[src/rtl/cmpflag_pkg.sv]
package cmpflag_pkg;

    localparam int SEL_W = 4;

    typedef enum logic [SEL_W-1:0] {
        SEL_EQ  = 4'd0,
        SEL_NE  = 4'd1,
        SEL_GTS = 4'd2,
        SEL_GES = 4'd3,
        SEL_LTS = 4'd4,
        SEL_LES = 4'd5,
        SEL_GTU = 4'd6,
        SEL_GEU = 4'd7,
        SEL_LTU = 4'd8,
        SEL_LEU = 4'd9
    } cmp_sel_e;

    // Terms derived from one subtraction; never stored architecturally.
    typedef struct packed {
        logic zero;
        logic neg;
        logic borrow;
        logic ovf;
    } diff_terms_t;

    function automatic logic signed_less(diff_terms_t t);
        return t.neg ^ t.ovf;
    endfunction

    function automatic logic reduce_cond(diff_terms_t t, logic [SEL_W-1:0] sel);
        logic lt_s;
        logic lt_u;
        logic res;
        lt_s = signed_less(t);
        lt_u = t.borrow;
        case (sel)
            SEL_EQ:  res = t.zero;
            SEL_NE:  res = ~t.zero;
            SEL_GTS: res = ~(lt_s | t.zero);
            SEL_GES: res = ~lt_s;
            SEL_LTS: res = lt_s;
            SEL_LES: res = lt_s | t.zero;
            SEL_GTU: res = ~(lt_u | t.zero);
            SEL_GEU: res = ~lt_u;
            SEL_LTU: res = lt_u;
            SEL_LEU: res = lt_u | t.zero;
            default: res = 1'b0;
        endcase
        return res;
    endfunction

endpackage

[src/rtl/cmpflag_sub.sv]
module cmpflag_sub
    import cmpflag_pkg::*;
#(
    parameter int WIDTH = 32
) (
    input  logic [WIDTH-1:0] op_a,
    input  logic [WIDTH-1:0] op_b,
    output diff_terms_t      terms
);
    localparam int EXT_W = WIDTH + 1;
    localparam int MSB   = WIDTH - 1;

    logic [EXT_W-1:0] diff_ext;
    logic [WIDTH-1:0] diff;

    always_comb begin
        diff_ext = {1'b0, op_a} - {1'b0, op_b};
        diff     = diff_ext[WIDTH-1:0];
        terms.zero   = (diff == '0);
        terms.neg    = diff[MSB];
        terms.borrow = diff_ext[WIDTH];
        terms.ovf    = (op_a[MSB] ^ op_b[MSB]) & (op_a[MSB] ^ diff[MSB]);
    end
endmodule

[src/rtl/cmpflag_cond.sv]
module cmpflag_cond
    import cmpflag_pkg::*;
(
    input  diff_terms_t      terms,
    input  logic [SEL_W-1:0] sel,
    output logic             result
);
    always_comb begin
        result = reduce_cond(terms, sel);
    end
endmodule

[src/rtl/cmpflag_reg.sv]
module cmpflag_reg (
    input  logic clk,
    input  logic rst,
    input  logic wr_en,
    input  logic wr_val,
    output logic flag_q
);
    always_ff @(posedge clk) begin
        if (rst)
            flag_q <= 1'b0;
        else if (wr_en)
            flag_q <= wr_val;
    end

    a_r1_reset_clears: assert property (@(posedge clk) rst |=> !flag_q);
    a_r6_write_next: assert property (@(posedge clk) disable iff (rst)
        wr_en |=> (flag_q == $past(wr_val)));
    a_r7_hold_idle: assert property (@(posedge clk) disable iff (rst)
        !wr_en |=> $stable(flag_q));
endmodule

[src/rtl/cmpflag_branch.sv]
module cmpflag_branch (
    input  logic flag,
    input  logic br_valid,
    input  logic br_on_set,
    output logic taken
);
    always_comb begin
        taken = br_valid & ~(flag ^ br_on_set);
    end
endmodule

[src/rtl/cmpflag_unit.sv]
module cmpflag_unit
    import cmpflag_pkg::*;
#(
    parameter int WIDTH = 32
) (
    input  logic             clk,
    input  logic             rst,
    input  logic             cmp_valid,
    input  logic [WIDTH-1:0] cmp_a,
    input  logic [WIDTH-1:0] cmp_b,
    input  logic [3:0]       cmp_cond,
    input  logic             br_valid,
    input  logic             br_on_set,
    output logic             br_taken,
    output logic [WIDTH-1:0] flag_word
);
    localparam int PAD_W = WIDTH - 1;

    diff_terms_t terms;
    logic        cond_res;
    logic        flag_q;

    cmpflag_sub #(.WIDTH(WIDTH)) u_sub (
        .op_a  (cmp_a),
        .op_b  (cmp_b),
        .terms (terms)
    );

    cmpflag_cond u_cond (
        .terms  (terms),
        .sel    (cmp_cond),
        .result (cond_res)
    );

    cmpflag_reg u_reg (
        .clk    (clk),
        .rst    (rst),
        .wr_en  (cmp_valid),
        .wr_val (cond_res),
        .flag_q (flag_q)
    );

    cmpflag_branch u_branch (
        .flag      (flag_q),
        .br_valid  (br_valid),
        .br_on_set (br_on_set),
        .taken     (br_taken)
    );

    assign flag_word = {{PAD_W{1'b0}}, flag_q};

    a_r2_zero_term: assert property (@(posedge clk) disable iff (rst)
        cmp_valid |-> (terms.zero == (cmp_a == cmp_b)));
    a_r4_borrow_term: assert property (@(posedge clk) disable iff (rst)
        cmp_valid |-> (terms.borrow == (cmp_a < cmp_b)));
    a_r3_signed_lt: assert property (@(posedge clk) disable iff (rst)
        (cmp_valid && cmp_cond == SEL_LTS) |=> (flag_q == $past($signed(cmp_a) < $signed(cmp_b))));
    a_r5_unused_zero: assert property (@(posedge clk) disable iff (rst)
        (cmp_valid && cmp_cond > SEL_LEU) |=> !flag_q);
    a_r8_needs_valid: assert property (@(posedge clk) disable iff (rst)
        br_taken |-> br_valid);
endmodule

[config.mk]
export PLATFORM = sky130hd
export DESIGN_NAME = cmpflag_unit
export DESIGN_NICKNAME = d
export VERILOG_FILES = /design/src/rtl/cmpflag_pkg.sv /design/src/rtl/cmpflag_sub.sv /design/src/rtl/cmpflag_cond.sv /design/src/rtl/cmpflag_reg.sv /design/src/rtl/cmpflag_branch.sv /design/src/rtl/cmpflag_unit.sv
export SDC_FILE = /design/constraint.sdc
export NUM_CORES = 1
export LEC_CHECK = 0
export CELL_PAD_IN_SITES_DETAIL_PLACEMENT = 0
export CELL_PAD_IN_SITES_GLOBAL_PLACEMENT = 2
export CORE_MARGIN = 1.5
export CORE_UTILIZATION = 34
export CTS_CLUSTER_DIAMETER = 80
export DETAILED_ROUTE_END_ITERATION = 10
export DONT_BUFFER_PORTS = 1
export PLACE_DENSITY_LB_ADDON = 0.1
export SLEW_MARGIN = 15
export SYNTH_ARGS = -nofsm -noshare
export SYNTH_HDL_FRONTEND = slang
export SYNTH_SLANG_ARGS = --single-unit
[constraint.sdc]
create_clock -name clk -period 5.1 [get_ports clk]
set_input_delay 0.255 -clock clk [delete_from_list [all_inputs] [get_ports clk]]
set_output_delay 0.255 -clock clk [all_outputs]
set_load 0.1 [all_outputs]
==> results.toml <==
[critical_path]
cp_max_fo = 7
crit_path_end_kind = "register"
critPathKind = "in -> reg"
cp-start-kind = "input port"
worstPathArrival_ns = 4.51
crit_required_ns = 5.01

[global_route]
grt_start_max_net_pins = 11
grt_overflow = 0
track_usage = 0.1719
grt_pass1_wl_um = 12140
grt_antenna_before_repair = 0
grt_pass1_vias = 2366

[sta]
finalCritPeriodShare = 0.9018
layout_setup_ws_ns = 0.5010
finClkSkew_ns = 0
slew_headroom = 0.3085
slew_viol_final = 0
fin_crit_ns = 4.599
hold_violations = 0
clock.fmax_mhz = 217.4
finalSetupTns_ns = 0
rsz0062_at_grt = "no"
setup_viol = 0
tightest_slew_ns = 1.036

[clocking]
clock_latency_ns = 0
clk_pin_slew_ns = 0

[job]
cap_viol_max_count = 0

[run_status]
status = "complete, no violations"

[synthesis]
synthTopCellsByArea = "ha_1, buf_4, inv_1"
yosys.area.top_type_share = 0.1464
yosysWarnings = 0
synth_seq_cells = 1
yosysSeqAreaShare = 0.007319
synth_top_area_cell = "ha_1"
synthFlopType = "dfxtp_1"
netlist_area_um2 = 2735
ys_types = 66
syn_area_per_cell_um2 = 6.804
synth-async-reset-ratio = 0
synth_edf_count = 0
synth_commonest_cells = "inv_1, a21oi_1, buf_4, ha_1, nor2_1"
synthCells = 402
synth.most_common_cell = "inv_1"

[power_and_ir_drop]
p_leak_nw = 1.212
irDropWorstVdd_uv = 85.05
power_density_nw_per_um2 = 160.0
power.total_uw = 433.0

[cells_and_area]
largest_reg_flops = 1
nNetsFinal = 492
synthToLayoutAreaGrowth_pct = -1.052
fin_util = 0.3484
fin_area_um2 = 2706
seq_area_um2 = 20.02
multiInputGateArea_um2 = 2360
fill_cells = 901
antenna_cells = 0
reg_top3 = "u_reg.flag_q: 1 flops"
drive_above_1_share = 0.06527
top_register = "u_reg.flag_q"

[drt]
post_drt_via_cell_ratio = 5.509
routedWlPerCell_um = 15.95
drtAntennaViolNets = 0
vias = 2672
drt_pass1_iterations = 4
drt_iter0_markers = 81
totalWireLength_um = 7734
drc = 0

[floorplan]
io_pins = 106
die_h_um = 92.69
dieArea_um2 = 8591
die_w_um = 92.69
core_um2 = 7767
initial_utilization = 0.3521
row_count = 32

[placed_design]
placed_area_um2 = 2678
place_congestion = 0.8628
port_buffers = 0
place_ws_ns = 0.3543
dp.final_hpwl_um = 6654

[min_path]
hp-class = "in -> reg"
[layout make-up]
| cell class | instances | share of cell area |
|---|---|---|
| inverter | 45 | 0.06241 |
| timing repair buffer | 4 | 0.01110 |
| sequential | 1 | 0.007397 |
| tap | 102 | 0.04716 |
| multi-input combinational | 333 | 0.8719 |
[cell families after synthesis]
| family | after synthesis | synth area share |
|---|---|---|
| compound gates | 125 | 0.3271 |
| xor+xnor | 14 | 0.04483 |
| fa+ha+maj | 34 | 0.1610 |
| buf+inv | 98 | 0.1816 |
| flops | 1 | 0.007320 |
| mux | 6 | 0.02196 |
| other cells | 1 | 0.001371 |
| simple gates | 123 | 0.2548 |
[path summary, 6_finish.rpt]
| check | startpoint | slack (ns) | to | cells past startpoint |
|---|---|---|---|---|
| min reg2reg | u_reg.flag_q | 1.12 | u_reg.flag_q | 4 |
| min | rst | 0.48 | u_reg.flag_q | 3 |
| max | cmp_b[6] | 0.50 | u_reg.flag_q | 21 |
| max reg2reg | u_reg.flag_q | 3.24 | u_reg.flag_q | 6 |
[power breakdown]
group | internal (mW) | switching, mW | leakage (nW)
combinational | 0.130 | 0.291 | 1.20
sequential | 0.00840 | 0.00358 | 0.00815
clock | 0 | 0 | 0
[metrics by stage]
stage	hold slack [ns]	cells
2_1_floorplan	0.4274	432
3_3_place_gp	0.4776	485
3_5_place_dp	0.4830	485
4_1_cts	0.4840	485
5_1_grt	0.5082	485
6_report	0.4839	485
[per-layer routing]
| metal | global-route usage | part of all wire | vias up |
|---|---|---|---|
| met2 | 0.2874 | 0.45 | 82 |
| met4 | 0 | 0 | 0 |
| met1 | 0.2582 | 0.51 | 1214 |
| li1 | - | - | 1376 |
| met5 | 0 | 0 | - |
| met3 | 0.006568 | 0.039 | 0 |
[timing repair]
action	CTS	global route
endpoints found under the setup margin	0	1
hold buffers	0	0
buffers inserted	0	0
gates resized for setup	0	9
[critical path, cell delays in order]
cell	delay, ns
inv_1	0.02
ha_1	0.35
a21o_1	0.23
o31a_1	0.33
o31a_1	0.35
a31oi_4	0.26
o21ai_2	0.11
o21a_1	0.17
o21ai_0	0.16
nand2b_1	0.08
a21oi_1	0.18
fa_1	0.18
nand4_1	0.10
nor4_1	0.29
o211ai_1	0.12
a2111oi_0	0.38
and4_1	0.24
and4b_1	0.21
and4bb_1	0.24
a21oi_2	0.06
nor3_1	0.19
[cell usage in the layout (no fill, tap or decap), types with 6 or more instances in the layout]
cell	netlist	routed
conb_1	1	31
nand4_1	10	10
nand2b_1	10	10
o21ai_0	22	21
nand3_1	9	9
o21a_1	9	9
nor2_1	23	23
xnor2_1	10	10
ha_1	32	27
a21oi_1	32	31
mux2i_1	6	6
o211ai_1	6	6
nand2_1	22	22
nor3_1	12	12
inv_1	45	45
(Power assumes the default switching activity.)
